===== src/rtl/ro_arb_pkg.sv =====
`timescale 1ns/1ps
package ro_arb_pkg;
    typedef enum logic [1:0] {
        ST_READY = 2'd0,
        ST_FAST  = 2'd1,
        ST_BUS   = 2'd2
    } ro_state_e;

    localparam int BIT_FAST_EN   = 0;
    localparam int BIT_FAST_COMP = 1;
    localparam int BIT_FAST_PED  = 2;
    localparam int BIT_BUS_EN    = 8;
    localparam int BIT_BUS_COMP  = 9;
    localparam int BIT_BUS_PED   = 10;
    localparam int MIN_REG_W     = 11;
endpackage


===== src/rtl/ro_cmd_reg.sv =====
`timescale 1ns/1ps
module ro_cmd_reg
    import ro_arb_pkg::*;
#(
    parameter int          DATA_W  = 16,
    parameter int          FUNC_W  = 5,
    parameter int          ADDR_W  = 4,
    parameter int          FN_WR   = 16,
    parameter int          FN_RD   = 0,
    parameter logic [DATA_W-1:0] CLR_VAL = 16'h0707
) (
    input  logic              clk,
    input  logic              rst_n,
    input  logic              clr_i,
    input  logic              ready_i,
    input  logic              cmd_valid_i,
    input  logic [FUNC_W-1:0] cmd_func_i,
    input  logic [ADDR_W-1:0] cmd_addr_i,
    input  logic [DATA_W-1:0] cmd_wdata_i,
    output logic              rd_valid_o,
    output logic [DATA_W-1:0] rd_data_o,
    output logic              fast_en_o,
    output logic              fast_comp_o,
    output logic              fast_ped_o,
    output logic              bus_en_o,
    output logic              bus_comp_o,
    output logic              bus_ped_o
);
    localparam logic [FUNC_W-1:0] WR_CODE = FUNC_W'(FN_WR);
    localparam logic [FUNC_W-1:0] RD_CODE = FUNC_W'(FN_RD);

    logic [DATA_W-1:0] cmd_q;
    logic              sub0;
    logic              wr_hit;
    logic              rd_hit;

    assign sub0   = (cmd_addr_i == '0);
    assign wr_hit = cmd_valid_i && ready_i && sub0 && (cmd_func_i == WR_CODE);
    assign rd_hit = cmd_valid_i && ready_i && sub0 && (cmd_func_i == RD_CODE);

    always_ff @(posedge clk or negedge rst_n) begin
        if (!rst_n) begin
            cmd_q <= CLR_VAL;
        end else if (clr_i) begin
            cmd_q <= CLR_VAL;
        end else if (wr_hit) begin
            cmd_q <= cmd_wdata_i;
        end
    end

    always_ff @(posedge clk or negedge rst_n) begin
        if (!rst_n) begin
            rd_valid_o <= 1'b0;
            rd_data_o  <= '0;
        end else begin
            rd_valid_o <= rd_hit && !clr_i;
            if (rd_hit && !clr_i) begin
                rd_data_o <= cmd_q;
            end
        end
    end

    assign fast_en_o   = cmd_q[BIT_FAST_EN];
    assign fast_comp_o = cmd_q[BIT_FAST_COMP];
    assign fast_ped_o  = cmd_q[BIT_FAST_PED];
    assign bus_en_o    = cmd_q[BIT_BUS_EN];
    assign bus_comp_o  = cmd_q[BIT_BUS_COMP];
    assign bus_ped_o   = cmd_q[BIT_BUS_PED];

    AST_WR_BLOCKED: assert property (@(posedge clk) disable iff (!rst_n)
        (!ready_i && !clr_i) |=> $stable(cmd_q));
    AST_RD_BLOCKED: assert property (@(posedge clk) disable iff (!rst_n)
        !ready_i |=> !rd_valid_o);
    AST_CLR_VALUE: assert property (@(posedge clk) disable iff (!rst_n)
        clr_i |=> (cmd_q == CLR_VAL));
endmodule


===== src/rtl/ro_seq_fsm.sv =====
`timescale 1ns/1ps
module ro_seq_fsm
    import ro_arb_pkg::*;
(
    input  logic clk,
    input  logic rst_n,
    input  logic clr_i,
    input  logic eoc_i,
    input  logic fast_done_i,
    input  logic bus_done_i,
    input  logic fast_en_i,
    output logic ready_o,
    output logic fast_active_o,
    output logic bus_active_o
);
    ro_state_e state_q;
    ro_state_e state_d;

    always_comb begin
        state_d = state_q;
        if (clr_i) begin
            state_d = ST_READY;                       // CLEAR_ABORT
        end else begin
            unique case (state_q)
                ST_READY: if (eoc_i) state_d = fast_en_i ? ST_FAST : ST_BUS; // EOC_TO_FAST / EOC_TO_BUS
                ST_FAST:  if (fast_done_i) state_d = ST_BUS;                 // FAST_TO_BUS
                ST_BUS:   if (bus_done_i) state_d = ST_READY;                // BUS_TO_READY
                default:  state_d = ST_READY;
            endcase
        end
    end

    always_ff @(posedge clk or negedge rst_n) begin
        if (!rst_n) begin
            state_q <= ST_READY;
        end else begin
            state_q <= state_d;
        end
    end

    always_comb begin
        ready_o       = 1'b0;
        fast_active_o = 1'b0;
        bus_active_o  = 1'b0;
        unique case (state_q)
            ST_READY: ready_o       = 1'b1;
            ST_FAST:  fast_active_o = 1'b1;
            ST_BUS:   bus_active_o  = 1'b1;
            default:  ready_o       = 1'b1;
        endcase
    end

    AST_CLR_TO_READY: assert property (@(posedge clk) disable iff (!rst_n)
        clr_i |=> ready_o);
    AST_EOC_FAST: assert property (@(posedge clk) disable iff (!rst_n)
        (ready_o && eoc_i && fast_en_i && !clr_i) |=> fast_active_o);
    AST_EOC_BUS: assert property (@(posedge clk) disable iff (!rst_n)
        (ready_o && eoc_i && !fast_en_i && !clr_i) |=> bus_active_o);
    AST_FAST_TO_BUS: assert property (@(posedge clk) disable iff (!rst_n)
        (fast_active_o && fast_done_i && !clr_i) |=> bus_active_o);
    AST_BUS_TO_READY: assert property (@(posedge clk) disable iff (!rst_n)
        (bus_active_o && bus_done_i && !clr_i) |=> ready_o);
endmodule


===== src/rtl/ro_mode_mux.sv =====
`timescale 1ns/1ps
module ro_mode_mux (
    input  logic fast_active_i,
    input  logic bus_active_i,
    input  logic fast_comp_i,
    input  logic fast_ped_i,
    input  logic bus_en_i,
    input  logic bus_comp_i,
    input  logic bus_ped_i,
    output logic seq_comp_o,
    output logic seq_ped_o
);
    always_comb begin
        seq_comp_o = 1'b0;
        seq_ped_o  = 1'b0;
        if (fast_active_i) begin
            seq_comp_o = fast_comp_i;
            seq_ped_o  = fast_ped_i;
        end else if (bus_active_i) begin
            seq_comp_o = bus_comp_i && bus_en_i;
            seq_ped_o  = bus_ped_i;
        end
    end

    always_comb begin
        AST_ONE_PATH: assert (!(fast_active_i && bus_active_i));
    end
endmodule


===== src/rtl/ro_arbiter.sv =====
`timescale 1ns/1ps
module ro_arbiter
    import ro_arb_pkg::*;
#(
    parameter int DATA_W = 16,
    parameter int FUNC_W = 5,
    parameter int ADDR_W = 4,
    parameter int FN_WR  = 16,
    parameter int FN_RD  = 0
) (
    input  logic              clk,
    input  logic              rst_n,
    input  logic              eoc_i,
    input  logic              fast_done_i,
    input  logic              bus_done_i,
    input  logic              clr_i,
    input  logic              cmd_valid_i,
    input  logic [FUNC_W-1:0] cmd_func_i,
    input  logic [ADDR_W-1:0] cmd_addr_i,
    input  logic [DATA_W-1:0] cmd_wdata_i,
    output logic              rd_valid_o,
    output logic [DATA_W-1:0] rd_data_o,
    output logic              ready_o,
    output logic              fast_active_o,
    output logic              bus_active_o,
    output logic              seq_comp_o,
    output logic              seq_ped_o
);
    localparam logic [DATA_W-1:0] CLR_VAL =
        (DATA_W'(1) << BIT_FAST_EN)  | (DATA_W'(1) << BIT_FAST_COMP) |
        (DATA_W'(1) << BIT_FAST_PED) | (DATA_W'(1) << BIT_BUS_EN)    |
        (DATA_W'(1) << BIT_BUS_COMP) | (DATA_W'(1) << BIT_BUS_PED);

    logic fast_en, fast_comp, fast_ped, bus_en, bus_comp, bus_ped;

    ro_cmd_reg #(
        .DATA_W (DATA_W),
        .FUNC_W (FUNC_W),
        .ADDR_W (ADDR_W),
        .FN_WR  (FN_WR),
        .FN_RD  (FN_RD),
        .CLR_VAL(CLR_VAL)
    ) u_reg (
        .clk        (clk),
        .rst_n      (rst_n),
        .clr_i      (clr_i),
        .ready_i    (ready_o),
        .cmd_valid_i(cmd_valid_i),
        .cmd_func_i (cmd_func_i),
        .cmd_addr_i (cmd_addr_i),
        .cmd_wdata_i(cmd_wdata_i),
        .rd_valid_o (rd_valid_o),
        .rd_data_o  (rd_data_o),
        .fast_en_o  (fast_en),
        .fast_comp_o(fast_comp),
        .fast_ped_o (fast_ped),
        .bus_en_o   (bus_en),
        .bus_comp_o (bus_comp),
        .bus_ped_o  (bus_ped)
    );

    ro_seq_fsm u_fsm (
        .clk          (clk),
        .rst_n        (rst_n),
        .clr_i        (clr_i),
        .eoc_i        (eoc_i),
        .fast_done_i  (fast_done_i),
        .bus_done_i   (bus_done_i),
        .fast_en_i    (fast_en),
        .ready_o      (ready_o),
        .fast_active_o(fast_active_o),
        .bus_active_o (bus_active_o)
    );

    ro_mode_mux u_mux (
        .fast_active_i(fast_active_o),
        .bus_active_i (bus_active_o),
        .fast_comp_i  (fast_comp),
        .fast_ped_i   (fast_ped),
        .bus_en_i     (bus_en),
        .bus_comp_i   (bus_comp),
        .bus_ped_i    (bus_ped),
        .seq_comp_o   (seq_comp_o),
        .seq_ped_o    (seq_ped_o)
    );

    initial begin
        AST_WIDTH_OK: assert (DATA_W >= MIN_REG_W);
    end
endmodule


===== config.mk =====
export PLATFORM = sky130hd
export DESIGN_NAME = ro_arbiter
export DESIGN_NICKNAME = d
export VERILOG_FILES = /design/src/rtl/ro_arb_pkg.sv /design/src/rtl/ro_cmd_reg.sv /design/src/rtl/ro_seq_fsm.sv /design/src/rtl/ro_mode_mux.sv /design/src/rtl/ro_arbiter.sv
export SDC_FILE = /design/constraint.sdc
export NUM_CORES = 1
export LEC_CHECK = 0
export ABC_CLOCK_PERIOD_IN_PS = 3600
export BUFFER_PORTS_ARGS = -buffer_cell sky130_fd_sc_hd__buf_2
export CORE_MARGIN = 2
export CORE_UTILIZATION = 50
export DETAILED_ROUTE_END_ITERATION = 6
export GPL_ROUTABILITY_DRIVEN = 0
export GPL_TIMING_DRIVEN = 0
export PLACE_DENSITY_LB_ADDON = 0.08
export SLEW_MARGIN = 5
export SYNTH_ARGS = -nofsm -noshare
export SYNTH_HDL_FRONTEND = slang
export SYNTH_SLANG_ARGS = --single-unit

===== constraint.sdc =====
create_clock -name clk -period 3.6 [get_ports clk]
set_input_delay 0.18 -clock clk [delete_from_list [all_inputs] [get_ports clk]]
set_output_delay 0.18 -clock clk [all_outputs]
set_load 0.02 [all_outputs]

# Word level (Yosys, flattened, before mapping)
# Cells that the tools add are included.
# totals
regBits,35
latch_bits,0
mem_bits_rw,0
rom_bits,0
out_inout_bits,22
elab_cells,38
mem_count,0
# op_classes
n_addsub,0
mul,0
n_div,0
magnitude_cmp,0
eq_ne,6
n_shift,0
mux,15
bitwise,0
n_reduce_logical,13
# ops
op,n
16-bit two-way mux,2
2-bit two-way mux,5
3-bit inequality test (second input constant),3
1-bit two-way mux,7
1-bit logical AND,6
2-bit case mux with 3 select lines,1
5-bit equality test (second input constant),1
5-bit zero test,1
4-bit zero test,1
3-bit AND reduction,1
2-bit by 1-bit equality test with 1-bit output (second input constant),1
2-bit equality test (second input constant),1
2-bit zero test,1
2-bit nonzero test,1
2-bit OR reduction,1
1-bit zero test,1

# Logic depth before layout (Yosys ltp)
# logic_depth
depth_word,8
depth_mapped,7
mapped_depth_nobuf,5

# By module
# A second synthesis with hierarchy kept.
# hier_totals
hier_cells,139
hier_area_um2,1729.2
# modules_own_cells
mod,n_inst,cells_each,area_per_inst_um2,seq_area_each_um2
ro_cmd_reg,1,111,1502.7,833.3
ro_seq_fsm,1,22,200.2,50.0
ro_mode_mux,1,6,26.3,0.0

# Least setup slack after synthesis
# Ideal clock, no wire load.
# synth_path
kind,register to register
startpoint,register u_fsm.state_q[0]
endpoint,register u_reg.cmd_q[0]
t_arrival_ns,1.794
setup_slack_ns,1.731
stages_incl_launch_ff,8
synth_period_minus_slack_ns,1.869
path_cell_list,dfrtp_1 inv_1 ha_1 nor4b_4 and4_2 buf_6 buf_8 mux2i_1
# synth_via
elab_chain_cells,7
elab_cells_between_ends,8
classes_between,eq/ne (2); mux (1); reduce/logical (5)
# synth_rtl
item,line_no,rtl
from (decl),ro_seq_fsm.sv:16,ro_state_e state_q;
from (signal assigned),ro_seq_fsm.sv:37,state_q <= state_d;
2-bit by 1-bit equality test with 1-bit output / 2-bit equality test (equally long branches),ro_seq_fsm.sv:45,unique case (state_q)
2-bit OR reduction (no source line) *,-,
1-bit two-way mux *,ro_seq_fsm.sv:45,
1-bit logical AND * (3 in a row),ro_cmd_reg.sv:38,assign wr_hit = cmd_valid_i && ready_i && sub0 && (cmd_func_i == WR_CODE);
2-bit nonzero test (no source line) *,-,
to (signal assigned),ro_cmd_reg.sv:47,cmd_q <= cmd_wdata_i;
to (decl),ro_cmd_reg.sv:32,logic [DATA_W-1:0] cmd_q;
# Every way passes the cells marked *; elsewhere a longest branch is shown, timed or not.
# A chain may end at the register's enable or synchronous reset.

# Worst setup path after layout
# layout_path
startpoint,register u_fsm.state_q[0]
endpoint,register u_reg.cmd_q[9]
# Same word-level chain as after synthesis.

==> impl_metrics.ini <==
[grt]
antenna_found_initial = 0
grt_pass1_vias = 1243
grt_pass1_wl_mm = 5.844
grt-ovfl-total = 0
grt_util_all_layers = 0.1934
grt_max_degree = 36

[place]
dp_hpwl_mm = 2.401
portBuffers = 52

[logic_synthesis]
yosysSeqAreaShare = 0.5135
yosys.area.top_type = dfrtp_1
ys_seq_elements = 35
syn-cell-area_um2 = 1720
synthFlopType = dfrtp_1
syn_inst = 133
netlist.area_leader.share = 0.4218
synthTopCellsByArea = dfrtp_1 42%, mux2i_1 9.3%, dfstp_2 9.2%, mux2_4 8.7%, nand2b_1 7.3%
synthArstFlopShare = 1.000
yosysWarnings = 0
synth.distinct_cells = 26
synth_edf_count = 0
syn-mean-instance-area_um2 = 12.94
synth.most_common_cell = dfrtp_1
synth_common_cells = 29 x dfrtp_1, 20 x nand2b_1, 16 x mux2i_1, 14 x nor2_1, 10 x mux2_4
synth_nets = 168

[cts]
cts_htree_levels = 2
clock-sinks = 35
cts_buffers = 5
cts-root-buf = clkbuf_4
ctsLongestPathBuffers = 2
clock_latency_ns = 0.34
cts_setup_buffers = 0
clk_pin_slew_worst_paths_ns = 0.10
cts_tree = built

[final_layout]
multi_input_area_um2 = 769.5
drive_above_1_share = 0.4536
layout.nets = 228
regArea_um2 = 883.3
antenna_cells = 0
fillers = 287
area_growth_pct = 21.96

[timing]
finClkSkew_ns = 0.002395
setup_viol = 0
fin_crit_sh = 0.5744
worst_slew_pin_slew_ns = 0.7683
slew_violations = 0
grt_setup_unrepaired = false
fin_setup_tns_ns = 0
holdWs_ns = 0.08171
finalCriticalPeriod_ns = 2.068
maxSlewHeadroom = 0.4878
fmax_mhz = 483.6
hold_violations = 0

[die]
core_um2 = 3311
die_y_um = 62.66
start_util = 0.5197
rows = 21
die_width_um = 62.66
ios = 54
dieArea_um2 = 3926

[critical_path]
cp.arrival_ns = 2.33
path_class = flip-flop to flip-flop
reg2reg_depth = 7
worstPathRequired_ns = 3.86
endpoint_kind = flip-flop
critical_path.max_fanout = 10
start_kind = flip-flop

[pwr]
leakage_nw = 1.082
peakVddDrop_uv = 235.4
power_density_nw_per_um2 = 405.2

[hold_path]
hold_path_depth = 3
hold_path_class = input port to flip-flop

[run_status]
status = completed

[routing]
finalWirelength_mm = 3.306
drt_iter0_drc = 26
antenna_left = 0
via_per_inst = 4.950
drc = 0
drtPass1Iterations = 4
vias = 1188
wl_per_cell_um = 13.78

[flow_run]
cap_viol_max_count = 0
==> per-layer routing <==
metal	vias to the layer above	GRT usage	part of all wire
met2	34	0.3105	0.49
met3	6	0.07027	0.058
met4	0	0.06667	0.015
li1	574	-	-
met5	-	0	0
met1	574	0.2420	0.44
==> worst max-delay path: stages, from the launching register on <==
cell and delay, ns:
dfrtp_1 0.38, inv_1 0.07, ha_1 0.34, nor4b_4 0.38, and4_2 0.28, buf_6 0.15, buf_8 0.16, mux2i_1 0.23
==> what timing repair did <==
item | CTS | global route
hold buffers | 1 | 0
resized for setup | 0 | 0
hold endpoints to repair | 29 | 0
==> cells by family after synthesis <==
| kind of cell | Yosys count | share of synthesized area |
|---|---|---|
| AND/OR/NAND/NOR | 46 | 0.1774 |
| flip-flops | 35 | 0.5135 |
| multiplexers | 32 | 0.2196 |
| buffers and inverters | 11 | 0.03926 |
| AO/OA/AOI/OAI | 6 | 0.02837 |
| adder cells (fa/ha/maj) | 3 | 0.02182 |
==> through the flow <==
stage / total power, mW / worst slack [ns] / instances / utilization / instance area (um^2)
2_1_floorplan: 0.5795 / 1.731 / 133 / - / 1720
3_3_place_gp: 0.6497 / 1.579 / 231 / 0.6156 / 2038
6_report: 0.8503 / 1.532 / 240 / 0.6338 / 2098
4_1_cts: 0.8614 / 1.522 / 240 / 0.6338 / 2098
5_1_grt: 0.9101 / 1.442 / 240 / 0.6338 / 2098
3_5_place_dp: 0.6563 / 1.553 / 231 / 0.6156 / 2038
==> placed cells by master, fill, tap and decap left out <==
cell           instances
a2111oi_0              1
a21oi_1                1
a22o_1                 1
a32o_1                 1
and4_2                 2
buf_2                 52
buf_6                  2
buf_8                  1
clkbuf_1               6
clkbuf_4               5
clkinv_2               1
dfrtp_1               29
dfstp_2                6
dlygate4sd3_1          1
ha_1                   3
inv_1                  4
mux2_2                 6
mux2_4                10
mux2i_1               16
nand2_1                1
nand2b_1              20
nand4_4                1
nor2_1                14
nor2b_1                4
nor3_1                 1
nor4_4                 1
nor4b_4                1
o31a_1                 1
o31ai_1                1
or4_1                  1
==> flip-flops by register name (all words and copies together), names as in the netlist <==
signal,flops
u_fsm.state_q,2
u_reg.rd_data_o,16
u_reg.rd_valid_o,1
u_reg.cmd_q,16
==> path summary, 6_finish.rpt <==
path,startpoint,endpoint,slack (ns)
hold / removal,cmd_wdata_i[8],u_reg.cmd_q[8]$_DFFE_PN1P_,0.08
max in group asynchronous,rst_n,u_reg.cmd_q[11]$_DFFE_PN0P_,2.67
hold reg to reg,u_reg.rd_data_o[4]$_DFFE_PN0P_,u_reg.rd_data_o[4]$_DFFE_PN0P_,0.51
setup / recovery,u_fsm.state_q[0]$_DFFE_PN0P_,u_reg.cmd_q[9]$_DFFE_PN1P_,1.53
setup reg to reg,u_fsm.state_q[0]$_DFFE_PN0P_,u_reg.cmd_q[9]$_DFFE_PN1P_,1.53
min in group asynchronous,rst_n,u_reg.rd_data_o[10]$_DFFE_PN0P_,0.44
==> where the power goes <==
group | switching [mW] | total, mW | internal, mW | leakage, nW
clock network | 0.127 | 0.203 | 0.0761 | 0.0293
logic | 0.136 | 0.236 | 0.0998 | 0.586
registers | 0.00670 | 0.411 | 0.405 | 0.467
==> layout make-up <==
type                    instances  share of cell area
multi-input cells              87              0.3667
clock inverters                 1            0.002385
well taps                      46             0.02743
clock buffers                   7             0.02147
plain buffers                   7             0.02504
repair buffers                 53              0.1288
flip-flops and latches         35              0.4210
inverters                       4            0.007156
Power figures use the tool's default switching activity.
